<file path="src/rtl/serial_rx_pkg.sv">
// Shared definitions for the oversampled serial receiver.
// Assumes the oversampling ratio is a power of two of at least 8.
package serial_rx_pkg;
    localparam int OVERSAMPLE = 16;
    localparam int MAX_BITS   = 9;
    localparam int TCNT_W     = $clog2(OVERSAMPLE);
    localparam int BITN_W     = $clog2(MAX_BITS);

    typedef enum logic [1:0] {
        ST_IDLE  = 2'd0,
        ST_START = 2'd1,
        ST_DATA  = 2'd2,
        ST_STOP  = 2'd3
    } rx_state_t;
endpackage

</file>
<file path="src/rtl/serial_rx_sync.sv">
// Two-flop synchronizer for the asynchronous line input.
// Resets to the idle-high level so no false edge is seen after reset.
module serial_rx_sync (
    input  logic clk,
    input  logic rst_n,
    input  logic din,
    output logic dout
);
    logic meta_q;

    // Move the line into the clock domain through two flops.
    always_ff @(posedge clk) begin
        if (!rst_n) begin
            meta_q <= 1'b1;
            dout   <= 1'b1;
        end else begin
            meta_q <= din;
            dout   <= meta_q;
        end
    end
endmodule

</file>
<file path="src/rtl/serial_rx_framer.sv">
// Character framer: finds the start edge, re-checks mid start bit,
// majority-samples data and stop bits, and pulses done with the character.
// Assumes tick is a single-cycle enable and nine is stable during a frame.
module serial_rx_framer
    import serial_rx_pkg::*;
(
    input  logic                clk,
    input  logic                rst_n,
    input  logic                run,
    input  logic                tick,
    input  logic                line,
    input  logic                nine,
    output logic                done,
    output logic [MAX_BITS-1:0] ch,
    output logic                ferr
);
    localparam int MID = OVERSAMPLE / 2;

    rx_state_t           state;
    logic [TCNT_W-1:0]   tcnt;
    logic [BITN_W-1:0]   bitn;
    logic [MAX_BITS-1:0] shreg;
    logic                prev_line, s0, s1, maj;
    logic [BITN_W-1:0]   last_bit;

    assign maj      = (s0 & s1) | (s0 & line) | (s1 & line);
    assign last_bit = nine ? BITN_W'(MAX_BITS - 1) : BITN_W'(MAX_BITS - 2);
    assign ch       = nine ? shreg : {1'b0, shreg[MAX_BITS-1:1]};

    // Remember the previous line level for edge detection.
    always_ff @(posedge clk) begin
        if (!rst_n) prev_line <= 1'b1;
        else        prev_line <= line;
    end

    // Frame state machine, advanced on oversampling ticks.
    always_ff @(posedge clk) begin
        if (!rst_n || !run) begin
            state <= ST_IDLE;
            tcnt  <= '0;
            bitn  <= '0;
            shreg <= '0;
            s0    <= 1'b1;
            s1    <= 1'b1;
            done  <= 1'b0;
            ferr  <= 1'b0;
        end else begin
            done <= 1'b0;
            case (state)
                ST_IDLE: begin
                    tcnt <= '0;
                    if (prev_line && !line) state <= ST_START;
                end
                ST_START: if (tick) begin
                    tcnt <= tcnt + 1'b1;
                    if (tcnt == TCNT_W'(MID - 1) && line) state <= ST_IDLE;
                    else if (tcnt == TCNT_W'(OVERSAMPLE - 1)) begin
                        state <= ST_DATA;
                        bitn  <= '0;
                    end
                end
                ST_DATA: if (tick) begin
                    tcnt <= tcnt + 1'b1;
                    if (tcnt == TCNT_W'(MID - 1)) s0 <= line;
                    if (tcnt == TCNT_W'(MID))     s1 <= line;
                    if (tcnt == TCNT_W'(MID + 1)) shreg <= {maj, shreg[MAX_BITS-1:1]};
                    if (tcnt == TCNT_W'(OVERSAMPLE - 1)) begin
                        if (bitn == last_bit) state <= ST_STOP;
                        else                  bitn  <= bitn + 1'b1;
                    end
                end
                ST_STOP: if (tick) begin
                    tcnt <= tcnt + 1'b1;
                    if (tcnt == TCNT_W'(MID - 1)) s0 <= line;
                    if (tcnt == TCNT_W'(MID))     s1 <= line;
                    if (tcnt == TCNT_W'(MID + 1)) begin
                        ferr  <= ~maj;
                        done  <= 1'b1;
                        state <= ST_IDLE;
                    end
                end
                default: state <= ST_IDLE;
            endcase
        end
    end

    // the data bit index never passes the configured last bit.
    p_bitn_range_r3: assert property (@(posedge clk) disable iff (!rst_n)
        state == ST_DATA |-> bitn <= last_bit);
    // a completed character always comes out of the stop-bit phase.
    p_done_after_stop_r4: assert property (@(posedge clk) disable iff (!rst_n)
        done |-> $past(state) == ST_STOP);
    // when reception is not allowed the framer sits idle.
    p_idle_when_off_r9: assert property (@(posedge clk) disable iff (!rst_n)
        !run |=> state == ST_IDLE);
endmodule

</file>
<file path="src/rtl/serial_rx_queue.sv">
// Small first-in first-out store for received characters.
// Push while full and pop while empty are ignored; the owner prevents the former.
module serial_rx_queue #(
    parameter int W     = 10,
    parameter int DEPTH = 2
) (
    input  logic         clk,
    input  logic         rst_n,
    input  logic         push,
    input  logic [W-1:0] din,
    input  logic         pop,
    output logic [W-1:0] dout,
    output logic         empty,
    output logic         full
);
    localparam int PW = (DEPTH > 1) ? $clog2(DEPTH) : 1;
    localparam int CW = $clog2(DEPTH + 1);

    logic [W-1:0]  mem [DEPTH];
    logic [PW-1:0] wr_ptr, rd_ptr;
    logic [CW-1:0] count;
    logic          do_push, do_pop;

    assign empty   = (count == '0);
    assign full    = (count == CW'(DEPTH));
    assign do_pop  = pop && !empty;
    assign do_push = push && (!full || do_pop);
    assign dout    = mem[rd_ptr];

    // Write the incoming entry into its slot.
    always_ff @(posedge clk) begin
        if (do_push) mem[wr_ptr] <= din;
    end

    // Maintain pointers and occupancy.
    always_ff @(posedge clk) begin
        if (!rst_n) begin
            wr_ptr <= '0;
            rd_ptr <= '0;
            count  <= '0;
        end else begin
            if (do_push) wr_ptr <= (wr_ptr == PW'(DEPTH - 1)) ? '0 : wr_ptr + 1'b1;
            if (do_pop)  rd_ptr <= (rd_ptr == PW'(DEPTH - 1)) ? '0 : rd_ptr + 1'b1;
            count <= count + CW'(do_push) - CW'(do_pop);
        end
    end

    // occupancy never exceeds the depth.
    p_no_overflow_r7: assert property (@(posedge clk) disable iff (!rst_n)
        count <= CW'(DEPTH));
    // a pop on an empty queue leaves it empty.
    p_pop_empty_r7: assert property (@(posedge clk) disable iff (!rst_n)
        (empty && pop && !push) |=> empty);
endmodule

</file>
<file path="src/rtl/serial_rx_core.sv">
// Top of the oversampled serial receiver: synchronizer, framer, two-entry
// queue and overrun lockout. Assumes tick16 is a one-cycle pulse at 16x baud.
module serial_rx_core
    import serial_rx_pkg::*;
#(
    parameter int QDEPTH = 2
) (
    input  logic                clk,
    input  logic                rst_n,
    input  logic                port_en,
    input  logic                cont_en,
    input  logic                async_sel,
    input  logic                nine_bit,
    input  logic                tick16,
    input  logic                rx_line,
    input  logic                rd_pop,
    output logic [MAX_BITS-1:0] head_data,
    output logic                head_ferr,
    output logic                data_avail,
    output logic                overrun
);
    localparam int QW = MAX_BITS + 1;

    logic                line_s, enabled, run, done, ferr;
    logic [MAX_BITS-1:0] ch;
    logic                q_empty, q_full, q_push, pop_ok;
    logic [QW-1:0]       q_head;

    assign enabled    = port_en && cont_en && async_sel;
    assign run        = enabled && !overrun;
    assign pop_ok     = rd_pop && !q_empty;
    assign q_push     = done && (!q_full || pop_ok);
    assign head_data  = q_head[MAX_BITS-1:0];
    assign head_ferr  = q_head[MAX_BITS];
    assign data_avail = enabled && !q_empty;

    serial_rx_sync u_sync (
        .clk(clk), .rst_n(rst_n), .din(rx_line), .dout(line_s)
    );

    serial_rx_framer u_framer (
        .clk(clk), .rst_n(rst_n), .run(run), .tick(tick16), .line(line_s),
        .nine(nine_bit), .done(done), .ch(ch), .ferr(ferr)
    );

    serial_rx_queue #(.W(QW), .DEPTH(QDEPTH)) u_queue (
        .clk(clk), .rst_n(rst_n), .push(q_push), .din({ferr, ch}),
        .pop(rd_pop), .dout(q_head), .empty(q_empty), .full(q_full)
    );

    // Raise overrun on a lost character; clear it when continuous receive drops.
    always_ff @(posedge clk) begin
        if (!rst_n || !cont_en)             overrun <= 1'b0;
        else if (done && q_full && !pop_ok) overrun <= 1'b1;
    end

    // a character arriving at a full queue without a pop sets overrun.
    p_overrun_set_r8: assert property (@(posedge clk) disable iff (!rst_n)
        (done && q_full && !rd_pop && cont_en) |=> overrun);
    // no character completes while the receiver is locked out.
    p_lockout_r8: assert property (@(posedge clk) disable iff (!rst_n)
        overrun |-> !done);
    // overrun cannot survive a low continuous-receive enable.
    p_ovr_clear_r8: assert property (@(posedge clk) disable iff (!rst_n)
        !cont_en |=> !overrun);
endmodule

</file>
<file path="config.mk">
export PLATFORM = sky130hd
export DESIGN_NAME = serial_rx_core
export DESIGN_NICKNAME = d
export VERILOG_FILES = /design/src/rtl/serial_rx_pkg.sv /design/src/rtl/serial_rx_sync.sv /design/src/rtl/serial_rx_framer.sv /design/src/rtl/serial_rx_queue.sv /design/src/rtl/serial_rx_core.sv
export SDC_FILE = /design/constraint.sdc
export NUM_CORES = 1
export LEC_CHECK = 0
export BUFFER_PORTS_ARGS = -buffer_cell sky130_fd_sc_hd__buf_2
export CELL_PAD_IN_SITES_DETAIL_PLACEMENT = 1
export CELL_PAD_IN_SITES_GLOBAL_PLACEMENT = 2
export CORE_UTILIZATION = 39
export DETAILED_ROUTE_END_ITERATION = 16
export PLACE_DENSITY = 0.75
export SYNTH_ARGS = -nofsm -noshare
export SYNTH_HDL_FRONTEND = slang
export SYNTH_SLANG_ARGS = --single-unit
</file>
<file path="constraint.sdc">
create_clock -name clk -period 1.82 [get_ports clk]
set_input_delay 0.182 -clock clk [delete_from_list [all_inputs] [get_ports clk]]
set_output_delay 0.182 -clock clk [all_outputs]
set_load 0.01 [all_outputs]
</file>
==> metrics.md <==
| Metric | Value |
|---|---|
| CTS Hold Bufs | `0` |
| Setup WS post-layout | `0.183 ns` |
| CTS tree | `done` |
| CTS max path bufs | `2` |
| Share of layout cells above drive strength 1 | `24.5%` |
| Fmax | `0.611 GHz` |
| IO Pins | `21` |
| Global-route wire length before repair | `7110 µm` |
| Tmin final | `between 1.5 and 2 ns` |
| RSZ-0062 raised after global routing | `no` |
| Seq/Total Area, Yosys | `between 50% and 60%` |
| # rows | `27` |
| CP Class | `reg -> reg` |
| Die Y | `79.1 µm` |
| Antenna-violating nets left | `0` |
| Crit. End Element | `flip-flop` |
| First-pass DRT Iterations | `4` |
| Syn nets | `221` |
| Distinct cell type count after synthesis | `46` |
| I/O Buffers | `20` |
| Reg2reg path depth | `7` |
| Max Cap Viol | `0` |
| WL/cell | `13.9 µm` |
| Reg2Reg Setup Slack | `0.18 ns` |
| Outcome | `complete, no violations` |
| WL met2 | `2240 µm` |
| Max_slew headroom | `roughly 69%` |
| TNS Setup | `0 ns` |
| Hold wc startpoint | `rx_line` |
| RR Startpoint | `u_framer.tcnt[1]$_SDFFE_PP0P_` |
| CORE AREA | `5610 µm²` |
| Avg Cell Area, Syn | `11.2 µm²` |
| Finish-stage setup viols | `0` |
| Critical path, cell by cell | `inv_1, ha_1, and4b_1, nor2b_1, buf_4, mux2i_1, nor2_1` |
| Placed cells | `292` |
| Final count of pins violating max slew | `0` |
| Layout Cells excl Fill | `approximately 300` |
| Largest net degree at the start of global routing | `17` |
| Worst-path clk slew | `0.09 ns` |
| Pre-CTS WS | `0.106 ns` |
| Vias/cell | `slightly above 5` |
| PD cells | `between 700 and 800 nW/µm²` |
| Worst hold endpoint | `u_sync.meta_q$_SDFF_PN1_` |
| #FFs+latches synth | `52` |
| Leading area contributor after synthesis | `dfxtp_1` |
| Final worst path period share | `89.9%` |
| Max IR drop VDD | `0.299 mV` |
| Hold Vio Cnt, Final | `0` |
| Leakage dissipation | `around 0.87 nW` |
| Clk sinks | `52` |
| Post-synth top flop | `dfxtp_1` |
| Syn. warnings | `0` |
| Hold Path Stages | `2` |
| Crit Path Max Fanout | `10` |
| Post-Syn Instances | `206` |
| Starting density of the core | `41.3%` |
| R2r endpoint | `u_framer.shreg[1]$_SDFFE_PP0P_` |
| Min Hold Slack | `0.0813 ns` |
| Drt drc | `0` |
| Gr ovfl total | `0` |
| Post-route cell area | `2590 µm²` |
| Worst EP arrival | `1.83 ns` |
| CTS HTree Levels | `2` |
| Delay of the slowest critical-path stage | `0.35 ns` |
| Slew @ Worst Pin | `about 0.46 ns` |
| Total chip power | `1.96 mW` |
| Via Count | `1542` |
| Total track usage | `between 10% and 20%` |
| Post-detail-place hpwl | `3150 µm` |
| Synth area leaders | `dfxtp_1 28%, edfxtp_1 26%, mux2_2 8.7%` |
| M1 WL | `around 1800 µm` |
| Highest metal used | `met4` |
| Synth top area share | `27.6%` |
| Mapped cell area | `2320 µm²` |
| Die footprint | `6250 µm²` |
| Drt first-iter violations | `60` |
| Initial antenna violation count | `0` |
| Fillcell total | `622` |
| Slowest-stage cell, CP | `dfxtp_1` |
| Placed cell areas | `2490 µm²` |
| Vias in the first global route | `1569` |
| Routed WL | `around 4200 µm` |
| Final core occ | `a little under half` |
| NumNets Final | `243` |
| Hold WC Path Type | `in -> reg` |
| Synth async-reset ratio | `0%` |
| Antenna diode count | `0` |
| Worst Setup Start Kind | `flip-flop` |
| Num CTS Buffers | `5` |
| Clk_lat worst skew | `just under 0.3 ns` |
| Data required, critical path | `2.01 ns` |
| Syn-to-layout area delta | `11.8%` |
| Clock Skew | `0.00294 ns` |
| WL met3 | `98 µm` |
| Placer Congestion | `0.678` |
| EDFF count, synth | `20` |
| DIE WIDTH | `79.1 µm` |
| CTS root buf | `clkbuf_8` |
==> critical path, delay by kind of cell (launching register included) <==
kind,cells,cell delay [ns]
flip-flops,1,0.35
buffers and inverters,2,0.29
AND/OR/NAND/NOR,3,0.50
multiplexers,1,0.24
adder cells (fa/ha/maj),1,0.14
==> kinds of logic (layout without fill, tap and decap cells) <==
group	Yosys count	in the layout	share of synthesized area [%]
AOI/OAI and AO/OA	24	24	7.29
xor gates and xnor gates	6	6	2.27
adders and majority gates	6	6	3.24
buffers and inverters	21	44	3.89
DFF	52	52	53.6
muxes	29	29	13.5
and+or+nand+nor	68	68	16.3
==> power breakdown <==
part	switching (mW)	internal, mW	total, mW	leakage [nW]
Combinational	0.0469	0.0512	0.0981	0.424
Clock	0.356	0.274	0.630	0.0414
Sequential	0.0214	1.21	1.24	0.406
Total	0.424	1.54	1.96	0.871
==> per-layer routing <==
| layer | up-vias | global-route usage [%] |
|---|---|---|
| met4 | 0 | 6.00 |
| met2 | 19 | 27.6 |
| met1 | 749 | 15.9 |
| li1 | 772 | - |
| met3 | 2 | 2.53 |
| met5 | - | 0 |
==> synthesized netlist by cell type (5+ instances only) <==
cell type   n
mux2_2     18
edfxtp_1   20
ha_1        6
nand2b_1    6
o21ai_0     5
nor2_1     21
mux2i_1    11
dfxtp_1    32
nand2_1     8
inv_1      10
and2_1      6
==> cell type report <==
type	instances	area, µm²	area share (%)
Tap cell	72	90.1	3.48
Sequential cell	52	1240	48.0
Timing Repair Buffer	26	145	5.60
Inverter	10	37.5	1.45
Clock inverter	2	16.3	0.628
Multi-Input combinational cell	133	986	38.1
Clock buffer	6	72.6	2.80
==> registers in the layout (all words and copies together) (netlist names), 2 cells and up, named ones only <==
name	flops
u_framer.bitn	4
u_framer.shreg	9
u_framer.tcnt	4
u_queue.count	2
u_queue.mem	20
==> worst max path at each step <==
| stage | startpoint | end | slack (ns) | depth (start not counted) |
|---|---|---|---|---|
| final | u_framer.tcnt[1]$_SDFFE_PP0P_ | u_framer.shreg[1]$_SDFFE_PP0P_ | 0.18 | 7 |
| after global routing | u_framer.tcnt[1]$_SDFFE_PP0P_ | u_framer.shreg[1]$_SDFFE_PP0P_ | 0.03 | 7 |
| after CTS | u_framer.tcnt[0]$_SDFFE_PP0P_ | u_framer.bitn[2]$_SDFFE_PP0P_ | 0.09 | 5 |
| after detailed placement | u_framer.tcnt[0]$_SDFFE_PP0P_ | u_framer.bitn[2]$_SDFFE_PP0P_ | 0.11 | 5 |
| after global placement | u_framer.tcnt[0]$_SDFFE_PP0P_ | u_framer.bitn[2]$_SDFFE_PP0P_ | 0.21 | 5 |
| after floorplan | u_framer.tcnt[0]$_SDFFE_PP0P_ | u_framer.bitn[2]$_SDFFE_PP0P_ | 0.24 | 5 |
==> placed cells by master, fill, tap and decap left out, types with 3 or more instances in the layout <==
master / instances
nand2_1: 8
xnor2_1: 4
ha_1: 6
clkbuf_8: 5
nor2b_1: 4
buf_2: 20
nand3_1: 4
a21oi_1: 4
o21ai_0: 5
and2_1: 6
nand4_1: 3
nand2b_1: 6
nor2_1: 21
dfxtp_1: 31
inv_1: 10
mux2i_1: 11
edfxtp_1: 20
mux2_2: 18
buf_4: 6
==> timing repair <==
item                       CTS  global route
setup endpoints to repair    0             4
setup buffers                0             1
gates resized for setup      0             1
Power figures use the tool's default switching activity.
